### src/rtl/sdramTrackPkg.sv
package sdramTrackPkg;

  localparam int BANK_W    = 2;
  localparam int NUM_BANKS = 1 << BANK_W;

  typedef enum logic [2:0] {
    CMD_NOP = 3'd0,
    CMD_ACT = 3'd1,
    CMD_RD  = 3'd2,
    CMD_WR  = 3'd3,
    CMD_PRE = 3'd4
  } cmdCode_e;

  typedef enum logic [2:0] {
    BK_IDLE,
    BK_OPEN,
    BK_WRBURST,
    BK_RDBURST,
    BK_WREC,
    BK_PRECH
  } bankState_e;

  // control -> datapath strobes
  typedef struct packed {
    logic [NUM_BANKS-1:0] ldWrecFull;
    logic [NUM_BANKS-1:0] ldWrecShort;
    logic [NUM_BANKS-1:0] ldPrech;
    logic [NUM_BANKS-1:0] ldRdBurst;
    logic                 wrStart;
    logic                 rdStart;
    logic [BANK_W-1:0]    cmdBank;
  } trackStrobes_t;

endpackage

### src/rtl/sdramTrackCtl.sv
module sdramTrackCtl
  import sdramTrackPkg::*;
#(
  parameter int T_WR = 2
) (
  input  logic                 clk,
  input  logic                 rstN,
  input  logic [2:0]           cmdCode,
  input  logic [BANK_W-1:0]    bankAddr,
  input  logic                 apFlag,
  input  logic [NUM_BANKS-1:0] cntLast,
  input  logic                 wrLast,
  output trackStrobes_t        strobes,
  output logic [NUM_BANKS-1:0] actOk,
  output logic                 protoErr
);

  logic isAct, isRd, isWr, isPre;
  logic accRd, accWr, anyAcc, errNow;
  logic [NUM_BANKS-1:0] bankIdle, bankOpen;
  logic [NUM_BANKS-1:0] ldWrecFullV, ldWrecShortV, ldPrechV, ldRdBurstV;

  assign isAct = (cmdCode == CMD_ACT);
  assign isRd  = (cmdCode == CMD_RD);
  assign isWr  = (cmdCode == CMD_WR);
  assign isPre = (cmdCode == CMD_PRE);

  // a READ/WRITE only counts when its bank is open
  assign accRd  = isRd && bankOpen[bankAddr];
  assign accWr  = isWr && bankOpen[bankAddr];
  assign anyAcc = accRd || accWr;

  assign errNow = (isAct && !bankIdle[bankAddr]) ||
                  ((isRd || isWr) && !bankOpen[bankAddr]);

  for (genvar b = 0; b < NUM_BANKS; b++) begin : gBank
    bankState_e stQ, stD;
    logic hit;
    logic ldWF, ldWS, ldP, ldRB;

    assign hit = (bankAddr == BANK_W'(b));

    always_comb begin
      stD  = stQ;
      ldWF = 1'b0;
      ldWS = 1'b0;
      ldP  = 1'b0;
      ldRB = 1'b0;
      case (stQ)
        BK_IDLE: begin
          if (isAct && hit) stD = BK_OPEN;
        end
        BK_OPEN: begin
          if (hit) begin
            if (isPre) begin
              stD = BK_PRECH;
              ldP = 1'b1;
            end else if (accRd && apFlag) begin
              stD  = BK_RDBURST;
              ldRB = 1'b1;
            end else if (accWr && apFlag) begin
              stD = BK_WRBURST;
            end
          end
        end
        BK_WRBURST: begin
          // a command to another bank cuts the burst; recovery starts now
          if (anyAcc) begin
            if (T_WR > 1) begin
              stD  = BK_WREC;
              ldWS = 1'b1;
            end else begin
              stD = BK_PRECH;
              ldP = 1'b1;
            end
          end else if (wrLast) begin
            stD  = BK_WREC;
            ldWF = 1'b1;
          end
        end
        BK_WREC, BK_RDBURST: begin
          if (cntLast[b]) begin
            stD = BK_PRECH;
            ldP = 1'b1;
          end
        end
        BK_PRECH: begin
          if (cntLast[b]) stD = BK_IDLE;
        end
        default: stD = BK_IDLE;
      endcase
    end

    always_ff @(posedge clk) begin
      if (!rstN) stQ <= BK_IDLE;
      else       stQ <= stD;
    end

    assign bankIdle[b]     = (stQ == BK_IDLE);
    assign bankOpen[b]     = (stQ == BK_OPEN);
    assign ldWrecFullV[b]  = ldWF;
    assign ldWrecShortV[b] = ldWS;
    assign ldPrechV[b]     = ldP;
    assign ldRdBurstV[b]   = ldRB;
  end

  always_comb begin
    strobes.ldWrecFull  = ldWrecFullV;
    strobes.ldWrecShort = ldWrecShortV;
    strobes.ldPrech     = ldPrechV;
    strobes.ldRdBurst   = ldRdBurstV;
    strobes.wrStart     = accWr;
    strobes.rdStart     = accRd;
    strobes.cmdBank     = bankAddr;
  end

  always_ff @(posedge clk) begin
    if (!rstN)       protoErr <= 1'b0;
    else if (errNow) protoErr <= 1'b1;
  end

  assign actOk = bankIdle;

endmodule

### src/rtl/sdramTrackDp.sv
module sdramTrackDp
  import sdramTrackPkg::*;
#(
  parameter int BURST_LEN = 4,
  parameter int CAS_LAT   = 3,
  parameter int T_WR      = 2,
  parameter int T_RP      = 3
) (
  input  logic                 clk,
  input  logic                 rstN,
  input  trackStrobes_t        strobes,
  output logic [NUM_BANKS-1:0] cntLast,
  output logic                 wrLast,
  output logic                 wrBeatValid,
  output logic                 rdValid,
  output logic [BANK_W-1:0]    rdBank
);

  localparam int TMAX    = (T_WR > T_RP) ? T_WR : T_RP;
  localparam int CNT_MAX = (TMAX > BURST_LEN) ? TMAX : BURST_LEN;
  localparam int CNT_W   = $clog2(CNT_MAX + 1);
  localparam int BEAT_W  = $clog2(BURST_LEN);

  // per-bank countdown timers
  for (genvar b = 0; b < NUM_BANKS; b++) begin : gCnt
    logic [CNT_W-1:0] cntQ;
    always_ff @(posedge clk) begin
      if (!rstN)                         cntQ <= '0;
      else if (strobes.ldWrecFull[b])    cntQ <= CNT_W'(T_WR);
      else if (strobes.ldWrecShort[b])   cntQ <= CNT_W'(T_WR - 1);
      else if (strobes.ldPrech[b])       cntQ <= CNT_W'(T_RP);
      else if (strobes.ldRdBurst[b])     cntQ <= CNT_W'(BURST_LEN - 1);
      else if (cntQ != '0)               cntQ <= cntQ - 1'b1;
    end
    assign cntLast[b] = (cntQ == CNT_W'(1));
  end

  // write beat tracking: beats left after the command cycle
  logic [BEAT_W-1:0] wrRemQ;
  always_ff @(posedge clk) begin
    if (!rstN)                wrRemQ <= '0;
    else if (strobes.wrStart) wrRemQ <= BEAT_W'(BURST_LEN - 1);
    else if (strobes.rdStart) wrRemQ <= '0;
    else if (wrRemQ != '0)    wrRemQ <= wrRemQ - 1'b1;
  end

  assign wrLast      = (wrRemQ == BEAT_W'(1));
  assign wrBeatValid = strobes.wrStart || ((wrRemQ != '0) && !strobes.rdStart);

  // read latency pipeline
  logic [CAS_LAT-1:0] pipeV;
  logic [BANK_W-1:0]  pipeB [CAS_LAT];

  for (genvar j = 0; j < CAS_LAT; j++) begin : gPipe
    if (j == 0) begin : gHead
      always_ff @(posedge clk) begin
        if (!rstN) begin
          pipeV[0] <= 1'b0;
          pipeB[0] <= '0;
        end else begin
          pipeV[0] <= strobes.rdStart;
          pipeB[0] <= strobes.cmdBank;
        end
      end
    end else begin : gTail
      always_ff @(posedge clk) begin
        if (!rstN) begin
          pipeV[j] <= 1'b0;
          pipeB[j] <= '0;
        end else begin
          pipeV[j] <= pipeV[j-1];
          pipeB[j] <= pipeB[j-1];
        end
      end
    end
  end

  logic [BEAT_W-1:0] rdLeftQ;
  logic [BANK_W-1:0] rdBankQ;
  logic              rdHead;

  assign rdHead = pipeV[CAS_LAT-1];

  always_ff @(posedge clk) begin
    if (!rstN) begin
      rdLeftQ <= '0;
      rdBankQ <= '0;
    end else if (rdHead) begin
      rdLeftQ <= BEAT_W'(BURST_LEN - 1);
      rdBankQ <= pipeB[CAS_LAT-1];
    end else if (rdLeftQ != '0) begin
      rdLeftQ <= rdLeftQ - 1'b1;
    end
  end

  assign rdValid = rdHead || (rdLeftQ != '0);
  assign rdBank  = rdHead ? pipeB[CAS_LAT-1] : rdBankQ;

endmodule

### src/rtl/sdramBankTracker.sv
module sdramBankTracker
  import sdramTrackPkg::*;
#(
  parameter int BURST_LEN = 4,
  parameter int CAS_LAT   = 3,
  parameter int T_WR      = 2,
  parameter int T_RP      = 3
) (
  input  logic                 clk,
  input  logic                 rstN,
  input  logic [2:0]           cmdCode,
  input  logic [BANK_W-1:0]    bankAddr,
  input  logic                 apAddrBit,
  output logic [NUM_BANKS-1:0] actOk,
  output logic                 wrBeatValid,
  output logic                 rdValid,
  output logic [BANK_W-1:0]    rdBank,
  output logic                 protoErr
);

  trackStrobes_t        strobes;
  logic [NUM_BANKS-1:0] cntLast;
  logic                 wrLast;

  sdramTrackCtl #(.T_WR(T_WR)) u_ctl (
    .clk      (clk),
    .rstN     (rstN),
    .cmdCode  (cmdCode),
    .bankAddr (bankAddr),
    .apFlag   (apAddrBit),
    .cntLast  (cntLast),
    .wrLast   (wrLast),
    .strobes  (strobes),
    .actOk    (actOk),
    .protoErr (protoErr)
  );

  sdramTrackDp #(
    .BURST_LEN (BURST_LEN),
    .CAS_LAT   (CAS_LAT),
    .T_WR      (T_WR),
    .T_RP      (T_RP)
  ) u_dp (
    .clk         (clk),
    .rstN        (rstN),
    .strobes     (strobes),
    .cntLast     (cntLast),
    .wrLast      (wrLast),
    .wrBeatValid (wrBeatValid),
    .rdValid     (rdValid),
    .rdBank      (rdBank)
  );

endmodule

### config.mk
export PLATFORM = sky130hd
export DESIGN_NAME = sdramBankTracker
export DESIGN_NICKNAME = d
export VERILOG_FILES = /design/src/rtl/sdramTrackPkg.sv /design/src/rtl/sdramTrackCtl.sv /design/src/rtl/sdramTrackDp.sv /design/src/rtl/sdramBankTracker.sv
export SDC_FILE = /design/constraint.sdc
export NUM_CORES = 1
export LEC_CHECK = 0
export BUFFER_PORTS_ARGS = -buffer_cell sky130_fd_sc_hd__buf_4
export CORE_ASPECT_RATIO = 0.8
export CORE_MARGIN = 5
export CORE_UTILIZATION = 35
export DETAILED_ROUTE_END_ITERATION = 8
export PLACE_DENSITY = 0.51
export SYNTH_ARGS = -nofsm -noshare
export SYNTH_HDL_FRONTEND = slang
export SYNTH_SLANG_ARGS = --single-unit
### constraint.sdc
create_clock -name clk -period 2.5 [get_ports clk]
set_input_delay 0.25 -clock clk [delete_from_list [all_inputs] [get_ports clk]]
set_output_delay 0.25 -clock clk [all_outputs]
set_load 0.005 [all_outputs]
==> flow_metrics.env <==
export IMPL_num_fill_cells=779
export IMPL_seq_area_frac_synth=0.307
export IMPL_synth_top_cell_by_area="dfxtp_1"
export IMPL_vias=2345
export IMPL_clk_path_buf_depth=2
export IMPL_wl_per_cell_microns=14.5
export IMPL_drt_total_wl_microns=6440
export IMPL_grt_max_degree=27
export IMPL_antenna_found_initial=0
export IMPL_ys_seq_elements=40
export IMPL_synth_edf_count=0
export IMPL_crit_path_end_kind="output pin"
export IMPL_dieHeight_microns=87.3
export IMPL_grt_pass1_vias=2076
export IMPL_tightest_slew_ns=0.775
export IMPL_syn_to_final_growth_pct=15.3
export IMPL_drt_iter0_markers=149
export IMPL_fp_row_count=28
export IMPL_synthCells=332
export IMPL_overflow=0
export IMPL_startpoint_type="flip-flop"
export IMPL_utilization=0.411
export IMPL_power_density_nw_per_um2=809
export IMPL_synthFlopType="dfxtp_1"
export IMPL_critPathMaxFanout=10
export IMPL_async_flop_share=0
export IMPL_post_synth_top_count_cell="dfxtp_1"
export IMPL_fmax_ghz=0.421
export IMPL_slew_violations=0
export IMPL_grt_pass1_wl_microns=10600
export IMPL_crit_type="flip-flop to output pin"
export IMPL_finalSetupTns_ns=0
export IMPL_drtAntennaViolNets=0
export IMPL_peakVddDrop_v=0.000366
export IMPL_cts_resized=0
export IMPL_dp_slack_ns=0.260
export IMPL_start_util=0.357
export IMPL_dp_cells=437
export IMPL_syn_area_per_cell_sq_um=7.87
export IMPL_status="finished clean"
export IMPL_final_hold_violation_count=0
export IMPL_cts_hold_buf=0
export IMPL_netlist_top_cells_area="dfxtp_1 (31%), ha_1 (7.2%), a21oi_1 (5.0%), nor2_1 (4.7%), nand2_1 (4.0%)"
export IMPL_ys_warn_count=0
export IMPL_syn_nets=355
export IMPL_htree_levels=2
export IMPL_antenna_cells=0
export IMPL_hp_class="input pin to flip-flop"
export IMPL_critPathRequiredTime_ns=2.25
export IMPL_cap_violations=0
export IMPL_p_leak_nw=1.19
export IMPL_post_cts_setup_buffers=0
export IMPL_cts_root_buf="clkbuf_8"
export IMPL_worst_slack_ns=0.127
export IMPL_numCtsBuffers=5
export IMPL_die_area_sq_um=9300
export IMPL_synth_area_sq_um=2610
export IMPL_ioPinCount=17
export IMPL_layout_cells_non_filler=445
export IMPL_drive_gt1_frac=0.135
export IMPL_period_needed_ns=2.37
export IMPL_place_congestion=0.832
export IMPL_arrival_ns=2.12
export IMPL_power_mw=2.44
export IMPL_fp_dieW_microns=107
export IMPL_clk_pin_slew_ns=0.09
export IMPL_cts_tree="done"
export IMPL_rsz0062_at_grt="false"
export IMPL_io_buffers=16
export IMPL_insertion_delay_ns=0.30
export IMPL_gr_usage_all_layers=0.144
export IMPL_synth_top_cell_area_share=0.307
export IMPL_core_area_sq_um=7320
export IMPL_slew_headroom=0.482
export IMPL_period_share=0.949
export IMPL_vias_per_cell=5.27
export IMPL_skew_ns=0.0121
export IMPL_dp_hpwl_microns=4710
export IMPL_dr_pass1_iters=4
export IMPL_synth_distinct_cells=53
export IMPL_netlist_top_cells_count="dfxtp_1 (40), nor2_1 (33), nand2_1 (28), a21oi_1 (26), inv_1 (18)"
export IMPL_report_final_setup_viol=0
export IMPL_route_detailed_drc=0
export IMPL_cts_num_sinks=40
export IMPL_nets=377
[worst max-delay path: stages, from the launching register on]
cell and delay, ns:
dfxtp_1 0.31, or3b_1 0.42, a222oi_1 0.35, buf_4 0.20, nand2_1 0.07, buf_4 0.20
a21oi_1 0.15, buf_4 0.12
[where the power goes]
part           internal, mW  switching, mW
sequential            0.761         0.0783
combinational         0.492          0.552
clock                 0.301          0.251
total                  1.55          0.881
[cells in the final DEF (no fill, tap or decap), types with 5 or more instances in the layout]
| cell type | count |
|---|---|
| a21oi_1 | 26 |
| and2_1 | 15 |
| buf_4 | 34 |
| clkbuf_8 | 5 |
| dfxtp_1 | 40 |
| ha_1 | 15 |
| inv_1 | 18 |
| mux2i_1 | 6 |
| nand2_1 | 28 |
| nand2b_1 | 12 |
| nand3_1 | 11 |
| nor2_1 | 33 |
| nor2b_1 | 10 |
| nor3_1 | 10 |
| nor3b_1 | 6 |
| o21ai_0 | 6 |
| o21ai_1 | 5 |
| o311a_1 | 5 |
| or3_1 | 5 |
| xnor2_1 | 6 |
[final cells by class]
cell class              count  area [sq um]  area share
repair buffers             34           255      0.0848
well taps                  90           113      0.0374
inverters                  18          67.6      0.0224
flip-flops and latches     40           801       0.266
clock inverters             3          46.3      0.0154
clock buffers               5          68.8      0.0229
multi-input cells         255          1660       0.551
[cell families (layout without fill, tap and decap cells)]
group | after synthesis | after routing | share of synthesized area
buffers and inverters | 37 | 60 | 0.0585
adders and majority gates | 15 | 15 | 0.0719
muxes | 9 | 9 | 0.0402
DFF | 40 | 40 | 0.307
and+or+nand+nor | 142 | 142 | 0.282
AOI/OAI and AO/OA | 83 | 83 | 0.221
xor gates and xnor gates | 6 | 6 | 0.0201
[routing by layer]
metal / global-route usage / vias up / routed length [microns]
met5: 0 / - / 0
met1: 0.218 / 1091 / 3450
met4: 0.0314 / 0 / 48
met3: 0.0282 / 5 / 185
met2: 0.210 / 22 / 2750
li1: - / 1227 / -
[stage by stage]
stage | hold slack [ns] | area, sq um
floorplan | 0.329 | 2610
global placement | 0.416 | 2890
detailed placement | 0.421 | 2890
CTS | 0.179 | 3010
global route | 0.183 | 3010
finish | 0.183 | 3010
[final timing paths]
| path | start | endpoint | slack, ns | cells past startpoint |
|---|---|---|---|---|
| worst min register to register | u_dp.pipeV[1]$_SDFF_PN0_ | u_dp.rdHead$_SDFF_PN0_ | 0.44 | 1 |
| worst max register to register | u_ctl.gBank[3].stQ[1]$_SDFFE_PN0P_ | u_ctl.gBank[1].stQ[2]$_SDFFE_PN0P_ | 0.25 | 6 |
| worst min-delay path | cmdCode[0] | u_dp.pipeV[0]$_SDFF_PN0_ | 0.18 | 2 |
| worst max-delay path | u_ctl.gBank[3].stQ[1]$_SDFFE_PN0P_ | wrBeatValid | 0.13 | 7 |
[flip-flops by register name, indices dropped and copies added (netlist names)]
name	flops
u_ctl.gBank.stQ	12
u_dp.gCnt.cntQ	12
u_dp.pipeB	6
u_dp.pipeV	2
u_dp.rdBankQ	2
u_dp.rdLeftQ	2
u_dp.wrRemQ	2
u_ctl.protoErr	1
u_dp.rdHead	1
No activity file was read; power rests on OpenSTA's default activity.
